File: config.mk
export PLATFORM = sky130hd
export DESIGN_NAME = spi_port
export DESIGN_NICKNAME = d
export VERILOG_FILES = /design/src/rtl/spi_port_pkg.sv /design/src/rtl/spi_port_ctrl.sv /design/src/rtl/spi_port_dp.sv /design/src/rtl/spi_port.sv
export SDC_FILE = /design/constraint.sdc
export NUM_CORES = 1
export LEC_CHECK = 0
export ABC_AREA = 1
export CORE_AREA = 10 10 79 81
export DETAILED_ROUTE_END_ITERATION = 10
export DIE_AREA = 0 0 89 91
export PLACE_DENSITY = 0.74
export SYNTH_ARGS = -nofsm -noshare
export SYNTH_HDL_FRONTEND = slang
export SYNTH_SLANG_ARGS = --single-unit
File: constraint.sdc
create_clock -name clk -period 1.5 [get_ports clk]
set_input_delay 0.3 -clock clk [delete_from_list [all_inputs] [get_ports clk]]
set_output_delay 0.3 -clock clk [all_outputs]
set_load 0.05 [all_outputs]
File: src/rtl/spi_port_pkg.sv
`timescale 1ns/1ps
package spi_port_pkg;
  // Per-cycle commands from the sequencer to the shift datapath
  typedef struct packed {
    logic load;     // parallel load of the shift register from the bus
    logic sample;   // latch the incoming serial bit
    logic shift;    // shift left, inserting the latched bit
    logic capture;  // copy the completed byte into the receive buffer
    logic inBit;    // incoming serial bit for the active mode
  } dpStrobe_t;
endpackage

File: src/rtl/spi_port_ctrl.sv
`timescale 1ns/1ps
module spi_port_ctrl
  import spi_port_pkg::*;
#(
  parameter int DATA_W = 8,
  parameter int DIV0   = 4,
  parameter int DIV1   = 16,
  parameter int DIV2   = 64,
  parameter int DIV3   = 128
) (
  input  logic       clk,
  input  logic       rstN,
  input  logic       ctlMaster,
  input  logic [1:0] ctlRate,
  input  logic       ctlIrqEn,
  input  logic       globalIrqEn,
  input  logic       selDirIn,
  input  logic       addrData,
  input  logic       rdEn,
  input  logic       wrEn,
  input  logic       intAck,
  input  logic       misoIn,
  input  logic       sckIn,
  input  logic       mosiIn,
  input  logic       ssIn,
  output dpStrobe_t  strobe,
  output logic       sckOut,
  output logic       busy,
  output logic       slaveSel,
  output logic       spifFlag,
  output logic       wcolFlag,
  output logic       irq
);
  localparam int HALF_W = $clog2(DIV3 / 2) + 1;
  localparam int BIT_W  = (DATA_W > 2) ? $clog2(DATA_W) : 1;

  // Slave-side synchronizers: [0],[1] sync, [2] previous for edge detect
  logic [2:0] sckSh, mosiSh, ssSh;
  logic       sckRise, sckFall, ssLow, ssFallEdge, mosiS;

  always_ff @(posedge clk or negedge rstN) begin
    if (!rstN) begin
      sckSh  <= '0;
      mosiSh <= '0;
      ssSh   <= '1;
    end else begin
      sckSh  <= {sckSh[1:0], sckIn};
      mosiSh <= {mosiSh[1:0], mosiIn};
      ssSh   <= {ssSh[1:0], ssIn};
    end
  end

  assign sckRise    = sckSh[1] & ~sckSh[2];
  assign sckFall    = ~sckSh[1] & sckSh[2];
  assign ssLow      = ~ssSh[1];
  assign ssFallEdge = ~ssSh[1] & ssSh[2];
  assign mosiS      = mosiSh[1];

  // Half-period length in system clocks for the selected rate
  logic [HALF_W-1:0] halfLim;
  always_comb begin
    unique case (ctlRate)
      2'd0:    halfLim = HALF_W'(DIV0 / 2);
      2'd1:    halfLim = HALF_W'(DIV1 / 2);
      2'd2:    halfLim = HALF_W'(DIV2 / 2);
      default: halfLim = HALF_W'(DIV3 / 2);
    endcase
  end

  logic              mBusy, sckReg;
  logic [HALF_W-1:0] halfCnt;
  logic [BIT_W-1:0]  bitCnt;
  logic              halfEnd, lastBit;
  logic              dataWr, dataRd, statRd, dataAcc;
  logic              collide, modeFault;

  assign dataWr    = wrEn & addrData;
  assign dataRd    = rdEn & addrData;
  assign statRd    = rdEn & ~addrData;
  assign dataAcc   = dataWr | dataRd;
  assign slaveSel  = ~ctlMaster & ssLow;
  assign busy      = mBusy | slaveSel;
  assign collide   = dataWr & busy;
  assign modeFault = ctlMaster & selDirIn & ssFallEdge;
  assign halfEnd   = mBusy & (halfCnt == halfLim - HALF_W'(1));
  assign lastBit   = (bitCnt == BIT_W'(DATA_W - 1));

  always_comb begin
    strobe        = '0;
    strobe.inBit  = ctlMaster ? misoIn : mosiS;
    strobe.load   = dataWr & ~busy;
    if (ctlMaster) begin
      strobe.sample = halfEnd & ~sckReg & ~modeFault;
      strobe.shift  = halfEnd & sckReg & ~modeFault;
    end else begin
      strobe.sample = ssLow & sckRise;
      strobe.shift  = ssLow & sckFall;
    end
    strobe.capture = strobe.shift & lastBit;
  end

  // Transfer sequencer
  always_ff @(posedge clk or negedge rstN) begin
    if (!rstN) begin
      mBusy   <= 1'b0;
      sckReg  <= 1'b0;
      halfCnt <= '0;
      bitCnt  <= '0;
    end else if (modeFault) begin
      mBusy   <= 1'b0;
      sckReg  <= 1'b0;
      halfCnt <= '0;
      bitCnt  <= '0;
    end else if (ctlMaster) begin
      if (strobe.load) begin
        mBusy   <= 1'b1;
        sckReg  <= 1'b0;
        halfCnt <= '0;
        bitCnt  <= '0;
      end else if (mBusy) begin
        if (halfEnd) begin
          halfCnt <= '0;
          sckReg  <= ~sckReg;
          if (sckReg) begin
            bitCnt <= lastBit ? '0 : bitCnt + BIT_W'(1);
            if (lastBit) mBusy <= 1'b0;
          end
        end else begin
          halfCnt <= halfCnt + HALF_W'(1);
        end
      end
    end else begin
      mBusy  <= 1'b0;
      sckReg <= 1'b0;
      if (!ssLow)           bitCnt <= '0;
      else if (strobe.shift) bitCnt <= lastBit ? '0 : bitCnt + BIT_W'(1);
    end
  end

  assign sckOut = sckReg;

  // Status flags and the two-step clear sequence
  logic spifArm, wcolArm, setSpif, clrSpif, clrWcol;
  assign setSpif = strobe.capture | modeFault;
  assign clrSpif = intAck | (dataAcc & (spifArm | wcolArm));
  assign clrWcol = dataAcc & wcolArm;

  always_ff @(posedge clk or negedge rstN) begin
    if (!rstN) begin
      spifArm  <= 1'b0;
      wcolArm  <= 1'b0;
      spifFlag <= 1'b0;
      wcolFlag <= 1'b0;
    end else begin
      if (statRd) begin
        spifArm <= spifFlag;
        wcolArm <= wcolFlag;
      end else if (dataAcc) begin
        spifArm <= 1'b0;
        wcolArm <= 1'b0;
      end
      if (setSpif)      spifFlag <= 1'b1;
      else if (clrSpif) spifFlag <= 1'b0;
      if (collide)      wcolFlag <= 1'b1;
      else if (clrWcol) wcolFlag <= 1'b0;
    end
  end

  assign irq = spifFlag & ctlIrqEn & globalIrqEn;
endmodule

File: src/rtl/spi_port_dp.sv
`timescale 1ns/1ps
module spi_port_dp
  import spi_port_pkg::*;
#(
  parameter int DATA_W = 8
) (
  input  logic              clk,
  input  logic              rstN,
  input  dpStrobe_t         strobe,
  input  logic [DATA_W-1:0] wrData,
  input  logic              addrData,
  input  logic              spifFlag,
  input  logic              wcolFlag,
  output logic [DATA_W-1:0] rdData,
  output logic [DATA_W-1:0] rxBuf,
  output logic              txBit
);
  logic [DATA_W-1:0] shiftReg;
  logic              sampleBit;

  always_ff @(posedge clk or negedge rstN) begin
    if (!rstN) begin
      shiftReg  <= '0;
      sampleBit <= 1'b0;
      rxBuf     <= '0;
    end else begin
      if (strobe.load)       shiftReg <= wrData;
      else if (strobe.shift) shiftReg <= {shiftReg[DATA_W-2:0], sampleBit};
      if (strobe.sample)     sampleBit <= strobe.inBit;
      if (strobe.capture)    rxBuf <= {shiftReg[DATA_W-2:0], sampleBit};
    end
  end

  assign txBit  = shiftReg[DATA_W-1];
  assign rdData = addrData ? rxBuf : {spifFlag, wcolFlag, {(DATA_W-2){1'b0}}};
endmodule

File: src/rtl/spi_port.sv
`timescale 1ns/1ps
module spi_port
  import spi_port_pkg::*;
#(
  parameter int DATA_W = 8,
  parameter int DIV0   = 4,
  parameter int DIV1   = 16,
  parameter int DIV2   = 64,
  parameter int DIV3   = 128
) (
  input  logic              clk,
  input  logic              rstN,
  input  logic              ctlMaster,
  input  logic [1:0]        ctlRate,
  input  logic              ctlIrqEn,
  input  logic              globalIrqEn,
  input  logic              selDirIn,
  input  logic              addrData,
  input  logic              rdEn,
  input  logic              wrEn,
  input  logic [DATA_W-1:0] wrData,
  output logic [DATA_W-1:0] rdData,
  input  logic              intAck,
  output logic              irq,
  output logic              sckOut,
  output logic              mosiOut,
  input  logic              misoIn,
  input  logic              sckIn,
  input  logic              mosiIn,
  input  logic              ssIn,
  output logic              misoOut
);
  dpStrobe_t         strobe;
  logic              busy, slaveSel, spifFlag, wcolFlag, txBit;
  logic [DATA_W-1:0] rxBuf;

  spi_port_ctrl #(
    .DATA_W(DATA_W), .DIV0(DIV0), .DIV1(DIV1), .DIV2(DIV2), .DIV3(DIV3)
  ) u_ctrl (
    .clk(clk), .rstN(rstN), .ctlMaster(ctlMaster), .ctlRate(ctlRate),
    .ctlIrqEn(ctlIrqEn), .globalIrqEn(globalIrqEn), .selDirIn(selDirIn),
    .addrData(addrData), .rdEn(rdEn), .wrEn(wrEn), .intAck(intAck),
    .misoIn(misoIn), .sckIn(sckIn), .mosiIn(mosiIn), .ssIn(ssIn),
    .strobe(strobe), .sckOut(sckOut), .busy(busy), .slaveSel(slaveSel),
    .spifFlag(spifFlag), .wcolFlag(wcolFlag), .irq(irq)
  );

  spi_port_dp #(.DATA_W(DATA_W)) u_dp (
    .clk(clk), .rstN(rstN), .strobe(strobe), .wrData(wrData),
    .addrData(addrData), .spifFlag(spifFlag), .wcolFlag(wcolFlag),
    .rdData(rdData), .rxBuf(rxBuf), .txBit(txBit)
  );

  assign mosiOut = ctlMaster & txBit;
  assign misoOut = slaveSel & txBit;
endmodule

==> flow_metrics.env <==
export IMPL_outcome="complete, but fails checks"
export IMPL_violations="setup timing"
export IMPL_crit_required_ns=1.20
export IMPL_yosys_area_share_xor_xnor=0.0161
export IMPL_finalMaxSlewViolations=0
export IMPL_synth_seq_cells=41
export IMPL_yosys_area_share_simple=0.359
export IMPL_cp_start_kind="register"
export IMPL_dpl_instance_area_um2=2970
export IMPL_netlist_instances=282
export IMPL_critical_path_slowest_cell="dfstp_2"
export IMPL_cp_max_fo=3
export IMPL_syn_nets=310
export IMPL_crit_end="misoOut"
export IMPL_p_per_area_nw_per_um2=991
export IMPL_synth_seq_area_share=0.472
export IMPL_nets=384
export IMPL_n_fill_cell=320
export IMPL_h_tree_depth=2
export IMPL_cts_tree="built"
export IMPL_dieHeight_um=91
export IMPL_place_congestion=0.818
export IMPL_regToRegEndpoint="u_dp.rxBuf[1]"
export IMPL_yosysUniqueCellTypes=28
export IMPL_setup_violations=19
export IMPL_synth_mux_area_fraction=0
export IMPL_rows=25
export IMPL_cts_root_buf="clkbuf_8"
export IMPL_critical_path_arrival_ns=1.28
export IMPL_rrSetupSlack_ns=-0.06
export IMPL_synth_compound_area_frac=0.0540
export IMPL_antenna_found_initial=0
export IMPL_final_layout_size_suffix_gt1_frac=0.345
export IMPL_hold_viol_final=0
export IMPL_post_synth_instance_area_um2=2180
export IMPL_drc=0
export IMPL_irDropWorstVdd_uv=887
export IMPL_instances_no_fill=411
export IMPL_crit_start="u_ctrl.ssSh[1]"
export IMPL_max_freq_ghz=0.632
export IMPL_num_vias=2191
export IMPL_numClockSinks=41
export IMPL_leakage_nw=1.77
export IMPL_synth_avg_cell_area_um2=7.73
export IMPL_worstHoldPathType="reg -> reg"
export IMPL_clk_latency_ns=0.30
export IMPL_synth_flop_cell="dfrtp_1"
export IMPL_synth_top_family_by_area="simple AND/OR/NAND/NOR gates"
export IMPL_rsz0062_at_grt="yes"
export IMPL_grt_max_degree=42
export IMPL_worstSetupPathType="reg -> out"
export IMPL_post_route_util=0.729
export IMPL_tightest_slew_ns=0.292
export IMPL_core_area_um2=4660
export IMPL_first_pass_iters=4
export IMPL_wl_mm=6.08
export IMPL_crit_path_end_kind="primary output"
export IMPL_fin_crit_ns=1.58
export IMPL_port_buffers=35
export IMPL_grt_pass1_vias=2196
export IMPL_grt_usage=0.142
export IMPL_crit_path_max_incr_delay_ns=0.57
export IMPL_fin_area_um2=3400
export IMPL_worstPathCellList="nor2_4, inv_2, buf_6, nor2_2, buf_12"
export IMPL_die_x_um=89
export IMPL_grt_pass1_wl_mm=9.45
export IMPL_cts_buffers=5
export IMPL_async_flop_share=1.00
export IMPL_post_place_cells=390
export IMPL_relSlewSlack=0.805
export IMPL_hpwlAfterDp_mm=3.88
export IMPL_synth_adder_area_share=0.0230
export IMPL_synth_edf_count=0
export IMPL_num_io_pins=36
export IMPL_area_growth_pct=56.0
export IMPL_synth_warnings=0
export IMPL_viasPerCell=5.33
export IMPL_cts_max_path_buffers=2
export IMPL_fin_hold_ws_ns=0.353
export IMPL_fin_ws_ns=-0.0833
export IMPL_wl_per_cell_um=14.8
export IMPL_skew_ns=0.00754
export IMPL_start_util=0.468
export IMPL_num_antenna_cells=0
export IMPL_dp_slack_ns=-0.810
export IMPL_reg2reg_from="u_ctrl.halfCnt[0]"
export IMPL_cap_violations=0
export IMPL_path_clk_slew_ns=0.08
export IMPL_finalCritPeriodShare=1.06
export IMPL_dieArea_um2=8100
export IMPL_rr_worst_depth=9
export IMPL_ant_nets=0
export IMPL_drt_iter0_markers=170
export IMPL_overflow=0
## kinds of logic after synthesis
logic type	after synthesis
xor gates and xnor gates	4
AOI/OAI and AO/OA	22
and+or+nand+nor	169
adders and majority gates	4
buffers and inverters	42
DFF	41
## layer usage
metal / up-vias / share of wire / track usage
li1: 1052 / - / -
met1: 1058 / 0.39 / 0.164
met2: 71 / 0.53 / 0.242
met3: 10 / 0.065 / 0.0349
met4: 0 / 0.016 / 0.0557
met5: - / 0 / 0
## layout by cell type (no fill, tap or decap), drive strengths merged
cell type and instances:
dlygate4sd2 2, nand4 13, nor2 23, inv 34, dfstp 3, xnor2 1
a21oi 2, clkdlybuf4s50 18, dlygate4sd3 1, nand3 24, nand2 109, clkbuf 7
ha 4, o32ai 1, bufinv 1, buf 52, xor2 3, o2111ai 1
nor3 1, dfrtp 38, o21ai 18, or2 1
## sequential cells by signal (all words and copies together) (netlist names)
signal	cells
u_ctrl.mosiSh	2
u_ctrl.spifArm	1
u_dp.rxBuf	8
u_dp.sampleBit	1
u_ctrl.bitCnt	3
u_ctrl.halfCnt	7
u_ctrl.wcolFlag	1
u_ctrl.wcolArm	1
u_ctrl.mBusy	1
u_dp.shiftReg	8
u_ctrl.sckOut	1
u_ctrl.ssSh	3
u_ctrl.spifFlag	1
u_ctrl.sckSh	3
## repair_timing
action,4_1_cts,5_1_grt
pin swaps,16,16
hold buffers,1,0
hold endpoints to repair,38,0
setup buffers,4,6
endpoints found under the setup margin,39,29
gates resized for setup,33,43
gates cloned,2,1
## how the worst min path moves through the flow
stage	end	cells after the start	slack, ns	from
final	u_ctrl.sckSh[1]	0	0.35	u_ctrl.sckSh[0]
after global routing	u_ctrl.ssSh[1]	0	0.36	u_ctrl.ssSh[0]
after CTS	u_ctrl.sckSh[1]	0	0.36	u_ctrl.sckSh[0]
after detailed placement	u_ctrl.sckSh[1]	2	0.29	rstN
after global placement	u_ctrl.sckSh[2]	2	0.28	rstN
after floorplan	u_ctrl.bitCnt[0]	0	0.004	rstN
## critical path, delay by kind of cell (launching register included)
family	cells	cell delay [ns]
simple gates	2	0.09
buf+inv	3	0.34
flops	1	0.57
## where the power goes
group | total, mW | switching [mW] | internal [mW]
registers | 1.50 | 0.209 | 1.29
logic | 0.957 | 0.506 | 0.451
clock network | 0.913 | 0.371 | 0.542
total | 3.37 | 1.09 | 2.28
## layout make-up
cell class | count | area [um2] | share of cell area
multi-input combinational | 201 | 1220 | 0.360
clock buffer | 7 | 86.3 | 0.0254
tap | 54 | 67.6 | 0.0199
inverter | 34 | 146 | 0.0431
sequential | 41 | 1030 | 0.304
timing repair buffer | 73 | 811 | 0.238
clock inverter | 1 | 30.0 | 0.00883
## synthesized netlist by cell type, types with 2 or more instances
master,n,area share
a21oi_1,2,0.0046
buf_2,6,0.014
dfrtp_1,38,0.44
dfstp_2,3,0.036
ha_1,4,0.023
inv_1,31,0.053
inv_2,3,0.0052
nand2_1,102,0.18
nand2_2,3,0.0086
nand2_4,2,0.010
nand3_1,20,0.046
nand3_2,3,0.014
nand4_1,13,0.037
nor2_1,20,0.034
o21ai_0,16,0.037
o21ai_1,2,0.0046
xor2_1,3,0.012
## through the flow
stage / power (mW) / TNS [ns]
floorplan: 1.90 / -2.53
global placement: 2.22 / -21.50
detailed placement: 2.26 / -23.18
CTS: 3.21 / -1.03
global route: 3.56 / -2.57
finish: 3.37 / -0.642
No activity file was read; power rests on OpenSTA's default activity.
